## config.mk

```make
export PLATFORM = sky130hd
export DESIGN_NAME = prioIrqCtrl
export DESIGN_NICKNAME = d
export VERILOG_FILES = /design/src/rtl/intcPkg.sv /design/src/rtl/intcCtrl.sv /design/src/rtl/intcData.sv /design/src/rtl/prioIrqCtrl.sv
export SDC_FILE = /design/constraint.sdc
export NUM_CORES = 1
export LEC_CHECK = 0
export BUFFER_PORTS_ARGS = -buffer_cell sky130_fd_sc_hd__buf_2
export CELL_PAD_IN_SITES_DETAIL_PLACEMENT = 1
export CELL_PAD_IN_SITES_GLOBAL_PLACEMENT = 2
export CORE_ASPECT_RATIO = 0.7
export CORE_MARGIN = 3
export CORE_UTILIZATION = 24
export CTS_CLUSTER_SIZE = 30
export DETAILED_ROUTE_END_ITERATION = 7
export PLACE_DENSITY = 0.75
export SYNTH_ARGS = -nofsm -noshare
export SYNTH_HDL_FRONTEND = slang
export SYNTH_HIERARCHICAL = 1
export SYNTH_SLANG_ARGS = --single-unit
```

## constraint.sdc

```tcl
create_clock -name clk -period 2.19 [get_ports clk]
set_input_delay 0.1095 -clock clk [delete_from_list [all_inputs] [get_ports clk]]
set_output_delay 0.1095 -clock clk [all_outputs]
set_load 0.05 [all_outputs]
```

## src/rtl/intcPkg.sv

```systemverilog
package intcPkg;
  localparam int SRC_N     = 8;
  localparam int SRC_IDX_W = $clog2(SRC_N);
  localparam int PRIO_W    = 4;
  localparam int MODE_W    = 2;
  localparam int MREG_W    = MODE_W + PRIO_W;

  localparam logic [MODE_W-1:0] MODE_FIXED = 2'b00;
  localparam logic [MODE_W-1:0] MODE_PICK  = 2'b01;

  // strobe from arbitration control to the flag datapath
  typedef struct packed {
    logic                 take;
    logic [SRC_IDX_W-1:0] idx;
  } grant_t;
endpackage

```

## src/rtl/intcCtrl.sv

```systemverilog
module intcCtrl
  import intcPkg::*;
#(
  parameter int NUM_SRC = SRC_N
) (
  input  logic               clk,
  input  logic               rstN,
  input  logic               modeWrEn,
  input  logic [MREG_W-1:0]  modeWrData,
  input  logic               iSet,
  input  logic               iClr,
  input  logic [NUM_SRC-1:0] pending,
  input  logic [NUM_SRC-1:0] enMask,
  output logic [MREG_W-1:0]  modeReg,
  output logic               iFlag,
  output grant_t             grant
);
  localparam int IDX_W = SRC_IDX_W;

  logic [NUM_SRC-1:0] eligible;
  logic [IDX_W-1:0]   lowIdx;
  logic [IDX_W-1:0]   prioSel;
  logic               pickValid;
  logic [MODE_W-1:0]  modeField;
  logic [PRIO_W-1:0]  prioCode;

  assign modeField = modeReg[MREG_W-1:PRIO_W];
  assign prioCode  = modeReg[PRIO_W-1:0];
  assign prioSel   = prioCode[IDX_W-1:0];

  always_comb begin
    eligible = pending & enMask;
    lowIdx   = '0;
    for (int k = NUM_SRC - 1; k >= 0; k--) begin
      if (eligible[k]) lowIdx = IDX_W'(k);
    end
    pickValid  = (modeField == MODE_PICK) && (int'(prioCode) < NUM_SRC)
                 && eligible[prioSel];
    grant.take = iFlag && !modeField[1] && (|eligible);
    grant.idx  = pickValid ? prioSel : lowIdx;
  end

  always_ff @(posedge clk) begin
    if (!rstN) begin
      modeReg <= '0;
      iFlag   <= 1'b0;
    end else begin
      if (modeWrEn) modeReg <= modeWrData;
      if (grant.take || iClr) iFlag <= 1'b0;
      else if (iSet)          iFlag <= 1'b1;
    end
  end

  p_needs_enable_r4: assert property (@(posedge clk) disable iff (!rstN)
    !iFlag |-> !grant.take);
  p_inhibit_r7: assert property (@(posedge clk) disable iff (!rstN)
    modeField[1] |-> !grant.take);
  p_iflag_drop_r8: assert property (@(posedge clk) disable iff (!rstN)
    grant.take |=> !iFlag);
  p_lowest_first_r5: assert property (@(posedge clk) disable iff (!rstN)
    (grant.take && modeField == MODE_FIXED)
      |-> ((eligible & ~({NUM_SRC{1'b1}} << grant.idx)) == '0));
  p_pick_wins_r6: assert property (@(posedge clk) disable iff (!rstN)
    (grant.take && modeField == MODE_PICK && !prioCode[PRIO_W-1]
      && eligible[prioSel]) |-> (grant.idx == prioSel));
endmodule

```

## src/rtl/intcData.sv

```systemverilog
module intcData
  import intcPkg::*;
#(
  parameter int NUM_SRC = SRC_N
) (
  input  logic                 clk,
  input  logic                 rstN,
  input  logic [NUM_SRC-1:0]   srcPulse,
  input  logic                 flagWrEn,
  input  logic [NUM_SRC-1:0]   flagWrData,
  input  logic                 enWrEn,
  input  logic [NUM_SRC-1:0]   enWrData,
  input  grant_t               grant,
  output logic [NUM_SRC-1:0]   flags,
  output logic [NUM_SRC-1:0]   enables,
  output logic                 acceptStb,
  output logic [SRC_IDX_W-1:0] acceptIdx
);
  localparam int IDX_W = SRC_IDX_W;

  for (genvar g = 0; g < NUM_SRC; g++) begin : gFlag
    logic baseBit;
    logic clearBit;
    assign baseBit  = flagWrEn ? flagWrData[g] : flags[g];
    assign clearBit = grant.take && (grant.idx == IDX_W'(g));
    always_ff @(posedge clk) begin
      if (!rstN) flags[g] <= 1'b0;
      else       flags[g] <= (baseBit && !clearBit) || srcPulse[g];
    end
  end

  always_ff @(posedge clk) begin
    if (!rstN) begin
      enables   <= '0;
      acceptStb <= 1'b0;
      acceptIdx <= '0;
    end else begin
      if (enWrEn) enables <= enWrData;
      acceptStb <= grant.take;
      if (grant.take) acceptIdx <= grant.idx;
    end
  end

  p_flag_cleared_r8: assert property (@(posedge clk) disable iff (!rstN)
    (grant.take && !srcPulse[grant.idx]) |=> !flags[$past(grant.idx)]);
  p_pulse_kept_r9: assert property (@(posedge clk) disable iff (!rstN)
    (grant.take && srcPulse[grant.idx]) |=> flags[$past(grant.idx)]);
  p_single_strobe_r8: assert property (@(posedge clk) disable iff (!rstN)
    acceptStb |=> !acceptStb);
  p_pulse_sets_r2: assert property (@(posedge clk) disable iff (!rstN)
    (|srcPulse) |=> ((flags & $past(srcPulse)) == $past(srcPulse)));
endmodule

```

## src/rtl/prioIrqCtrl.sv

```systemverilog
module prioIrqCtrl
  import intcPkg::*;
(
  input  logic                 clk,
  input  logic                 rstN,
  input  logic [SRC_N-1:0]     srcPulse,
  input  logic                 flagWrEn,
  input  logic [SRC_N-1:0]     flagWrData,
  input  logic                 enWrEn,
  input  logic [SRC_N-1:0]     enWrData,
  input  logic                 modeWrEn,
  input  logic [MREG_W-1:0]    modeWrData,
  input  logic                 iSet,
  input  logic                 iClr,
  output logic [SRC_N-1:0]     flags,
  output logic [SRC_N-1:0]     enables,
  output logic [MREG_W-1:0]    modeReg,
  output logic                 iFlag,
  output logic                 acceptStb,
  output logic [SRC_IDX_W-1:0] acceptIdx
);
  grant_t grant;

  intcCtrl #(.NUM_SRC(SRC_N)) uCtrl (
    .clk(clk), .rstN(rstN),
    .modeWrEn(modeWrEn), .modeWrData(modeWrData),
    .iSet(iSet), .iClr(iClr),
    .pending(flags), .enMask(enables),
    .modeReg(modeReg), .iFlag(iFlag), .grant(grant)
  );

  intcData #(.NUM_SRC(SRC_N)) uData (
    .clk(clk), .rstN(rstN),
    .srcPulse(srcPulse),
    .flagWrEn(flagWrEn), .flagWrData(flagWrData),
    .enWrEn(enWrEn), .enWrData(enWrData),
    .grant(grant),
    .flags(flags), .enables(enables),
    .acceptStb(acceptStb), .acceptIdx(acceptIdx)
  );
endmodule

```

Yosys cells after proc, flatten, opt, wreduce, memory -nomap -nowiden
Cells that the tools add are included.
{"block": "op_classes", "n_mux": 19, "bitwise_logic": 2, "n_lt_le_gt_ge": 2, "n_reduce_logical": 41, "eq_ne": 8}
{"operator": "$mux 3", "n": 9}
{"operator": "$logic_and 1x1->1", "n": 20}
{"operator": "$eq 3x3->1 const B", "n": 4}
{"operator": "$logic_not 1->1", "n": 9}
{"operator": "$logic_or 1x1->1", "n": 9}
{"operator": "$mux 1", "n": 9}
{"operator": "$and 8x8->8", "n": 1}
{"operator": "$reduce_or 8->1", "n": 1}
{"operator": "$eq 3x2->1 const B", "n": 2}
{"operator": "$lt 3x4->1 const B", "n": 1}
{"operator": "$lt 4x4->1 const B", "n": 1}
{"operator": "$bmux 1 s3", "n": 1}
{"operator": "$eq 3x1->1 const B", "n": 1}
{"operator": "$logic_not 3->1", "n": 1}
{"operator": "$eq 2x1->1 const B", "n": 1}
{"operator": "$reduce_or 2->1", "n": 1}
{"operator": "$not 1->1", "n": 1}
{"block": "word_totals", "register_bits": 27, "output_inout_bits": 27, "in_bits": 37, "wordCells": 85}

Longest topological paths before layout
{"block": "depth", "depth_word": 15, "mapped_depth": 8, "ltp_nobuf": 7}

Hierarchy
The synthesis kept the hierarchy.
{"mod": "intcData", "area_each_um2": 839.6, "cells_each": 76, "seq_area_each_um2": 400.4, "n_inst": 1}
{"mod": "intcCtrl", "area_each_um2": 555.5, "cells_each": 63, "seq_area_each_um2": 140.1, "n_inst": 1}

Worst setup path after synthesis
Ideal clock, no wire load.
{"block": "synth_path", "path_kind": "register to register", "start": "reg uCtrl.modeReg[1]", "end": "reg uData.flags[7]", "arrival_time_ns": 2.350, "t_required_ns": 2.075, "period_less_slack_ns": 2.465, "slack_ns": -0.275, "path_stages_with_launch": 8, "cell_sequence": "dfxtp_1 -> buf_4 -> nand4bb_2 -> a41oi_2 -> o21a_2 -> o41ai_2 -> a41oi_1 -> o21a_1"}
{"item": "start: declaration", "line": "intcCtrl.sv:14", "rtl": "output logic [MREG_W-1:0] modeReg,"}
{"item": "start signal: assignment", "line": "intcCtrl.sv:48", "rtl": "if (modeWrEn) modeReg <= modeWrData;"}
{"item": "end signal: indexed assignment", "line": "intcData.sv:28", "rtl": "else flags[g] <= (baseBit && !clearBit) || srcPulse[g];"}
{"item": "end: declaration", "line": "intcData.sv:14", "rtl": "output logic [NUM_SRC-1:0] flags,"}

==> metrics <==
Placed Cells=between 200 and 300; fillers=approximately 650; PwrDens=620 nW/um^2; syn avg cell area=10.0 um^2; DR iter-0 viols=41; final setup vio count=0; top post-synthesis cells by count=dfxtp_1, mux2i_1, nor2b_1; Final ANT Viol Nets=0; clock power share=25.3%; Syn-to-layout area delta=35.4%; Post-Synth Simple-Gate Area=22.3%; Die ar.=6780 um^2; post-synth top area cell=dfxtp_1; switching share of power=34.3%; total leakage power=0.869 nW; WHS=around 0.032 ns; crit path max fanout=11; CTS tree=done; Flop pwr share=about 47%; sequential share of the synthesized area=38.7%; Slew Limit Headroom=69.7%; wire per inst=16.2 um; data arrival time of the worst path=2.28 ns; Core Area=5420 um^2; EDFF count, synth=0; Initial Util=between 20% and 30%; clk root buf=clkbuf_8; critical path required time=2.37 ns; Finished Layout Cells=279; first-pass GRT wire length=7.47 mm; fin crit share=95.6%; CP Capture Type=flop; HP Class=primary input to flop; Clock Sinks=27; critical path's largest stage delay=0.41 ns; Via-to-Cell Ratio=4.76; via count=roughly 1300; Final GP Congestion=0.808; number of diodes=0; Synth Area in Adders=0%; Synth Flop Type=dfxtp_1; post-detail-place hpwl=3.61 mm; Reg-to-Reg Start=uCtrl/modeReg[0]; top-level I/O count=64; Clock Latency Late Sink=0.28 ns; DIE WIDTH=97.1 um; CTS buffer count=3; H-Tree Depth=1; Slowest cell on crit path=mux2_2; fin crit period=2.09 ns; dominant cells by area after synthesis=dfxtp_1, mux2i_1, nor2b_1, o21a_1, a31oi_1; compound-gate portion of the synthesized area=15.8%; sw power=0.402 mW; crit path from=uCtrl/modeReg[0]; number of port buffers=63; achievable clock frequency=478 MHz; min-delay src=srcPulse[0]; initial antenna violation count=0; Synth top area share=38.7%; status=finished, final reports clean; Final Hold Vio Count=0; Synth Warn #=6; RSZ-0062 raised after global routing=false; kind of critical path=flop to flop; ys async rst share=0%; maxcap violations=0; Unique masters post-synth=34; vias in the first global route=1398; largest family of logic cells by synthesized area=simple AND/OR/NAND/NOR gates; clock tree buffer depth=2; Worst Max-Slew Pin Slew=0.454 ns; number of synthesized register bits=27; GR Overflow Total=0; largest net degree at the start of global routing=28; Vert. Die Dim=around 70 um; drc violations=0; fraction of layout cells with a size suffix above 1=41.5%; Synth Net Count=176; cells along the critical path=nand4b_1, a41oi_2, o21a_2, mux2_2, nor2b_1, a31oi_1, o21a_1; synthesized area=~1400 um^2; mux share of post-synthesis cell area=18.7%; CTS clk-pin slew, worst paths=0.10 ns; Logic pwr share=27.4%; WL final=4.53 mm; Tot Pwr=1.17 mW; max-slew violation count=0; Total GRT Usage=13.5%; Critical Path Source Type=flop; setup tns final=0 ns; Site Rows=22; XOR/XNOR Fraction of Synth Area=0%; Synth Instances=~140; Max IR drop VDD=0.000248 V; Pre-Repair DR Iteration Count=4; nets@finish=between 200 and 250; P_int=slightly below 0.8 mW; count leader, synth=dfxtp_1; Layout Skew=0.00344 ns
-- stage by stage --
step	worst slack, ns	util [%]	area, um^2
after floorplan	0.00776	-	1420
after global placement	0.155	33.7	1830
after detailed placement	0.0813	33.7	1830
after CTS	0.0538	34.7	1880
after global routing	0.00648	34.8	1890
final	0.0972	34.8	1890
-- layout make-up --
cell class	count	area (um^2)	share of cell area, %
repair buffers	72	385	20.4
flip-flops and latches	27	552	29.2
well taps	72	90.1	4.77
multi-input cells	102	810	42.8
inverters	2	7.51	0.397
clock buffers	4	45.0	2.38
-- registers in the layout, summed over array words and instances, names as in the netlist --
name             count
uData/acceptIdx      3
uData/flags          8
uCtrl/modeReg        6
uData/acceptStb      1
uCtrl/iFlag          1
uData/enables        8
-- cells in the final DEF, fill, tap and decap left out, types with 2 or more instances in the layout --
| cell | n |
|---|---|
| buf_2 | 63 |
| mux2i_1 | 25 |
| dfxtp_1 | 22 |
| nor2b_1 | 19 |
| nand2_1 | 9 |
| buf_4 | 8 |
| o21a_1 | 8 |
| a31oi_1 | 6 |
| nand4b_1 | 4 |
| a21oi_1 | 4 |
| clkbuf_8 | 3 |
| nand4_1 | 3 |
| dfxtp_2 | 3 |
| nand3_1 | 2 |
| inv_1 | 2 |
| a41oi_1 | 2 |
| a32o_1 | 2 |
| nor2_1 | 2 |
| dfxtp_4 | 2 |
-- critical path: cells and delay by family, from the launching register on --
kind,cells,cell delay (ns)
AOI/OAI and AO/OA,4,0.78
and+or+nand+nor,2,0.41
muxes,1,0.41
DFF,1,0.39
-- power groups by stage --
stage	clock network, mW	registers [mW]	logic, mW
2_1_floorplan	0	0.657	0.122
3_3_place_gp	0	0.567	0.319
3_5_place_dp	0	0.568	0.319
4_1_cts	0.311	0.556	0.323
5_1_grt	0.329	0.561	0.344
6_report	0.296	0.554	0.321
-- cell families after synthesis --
group	Yosys count
AOI/OAI and AO/OA	28
buffers and inverters	10
DFF	27
muxes	26
and+or+nand+nor	48
-- metal layers --
metal	track usage (%)	share of wire, %
met5	0	0
met4	1.87	0
met3	3.92	6.6
met2	20.2	41
met1	19.6	52
-- worst paths after layout --
path / end / slack (ns) / depth (start not counted)
worst min-delay path: uData/flags[0] / 0.03 / 2
worst min register to register: uCtrl/iFlag / 0.54 / 2
worst max-delay path: uData/flags[5] / 0.1 / 7
worst max register to register: uData/flags[5] / 0.1 / 7
-- repair_timing --
| item | in CTS | in global routing |
|---|---|---|
| hold endpoints to repair | 1 | 0 |
| setup buffers | 0 | 0 |
| setup endpoints to repair | 0 | 7 |
| hold buffers | 1 | 0 |
| resized for setup | 0 | 3 |
Note: power is estimated with default switching activity, not from simulation.
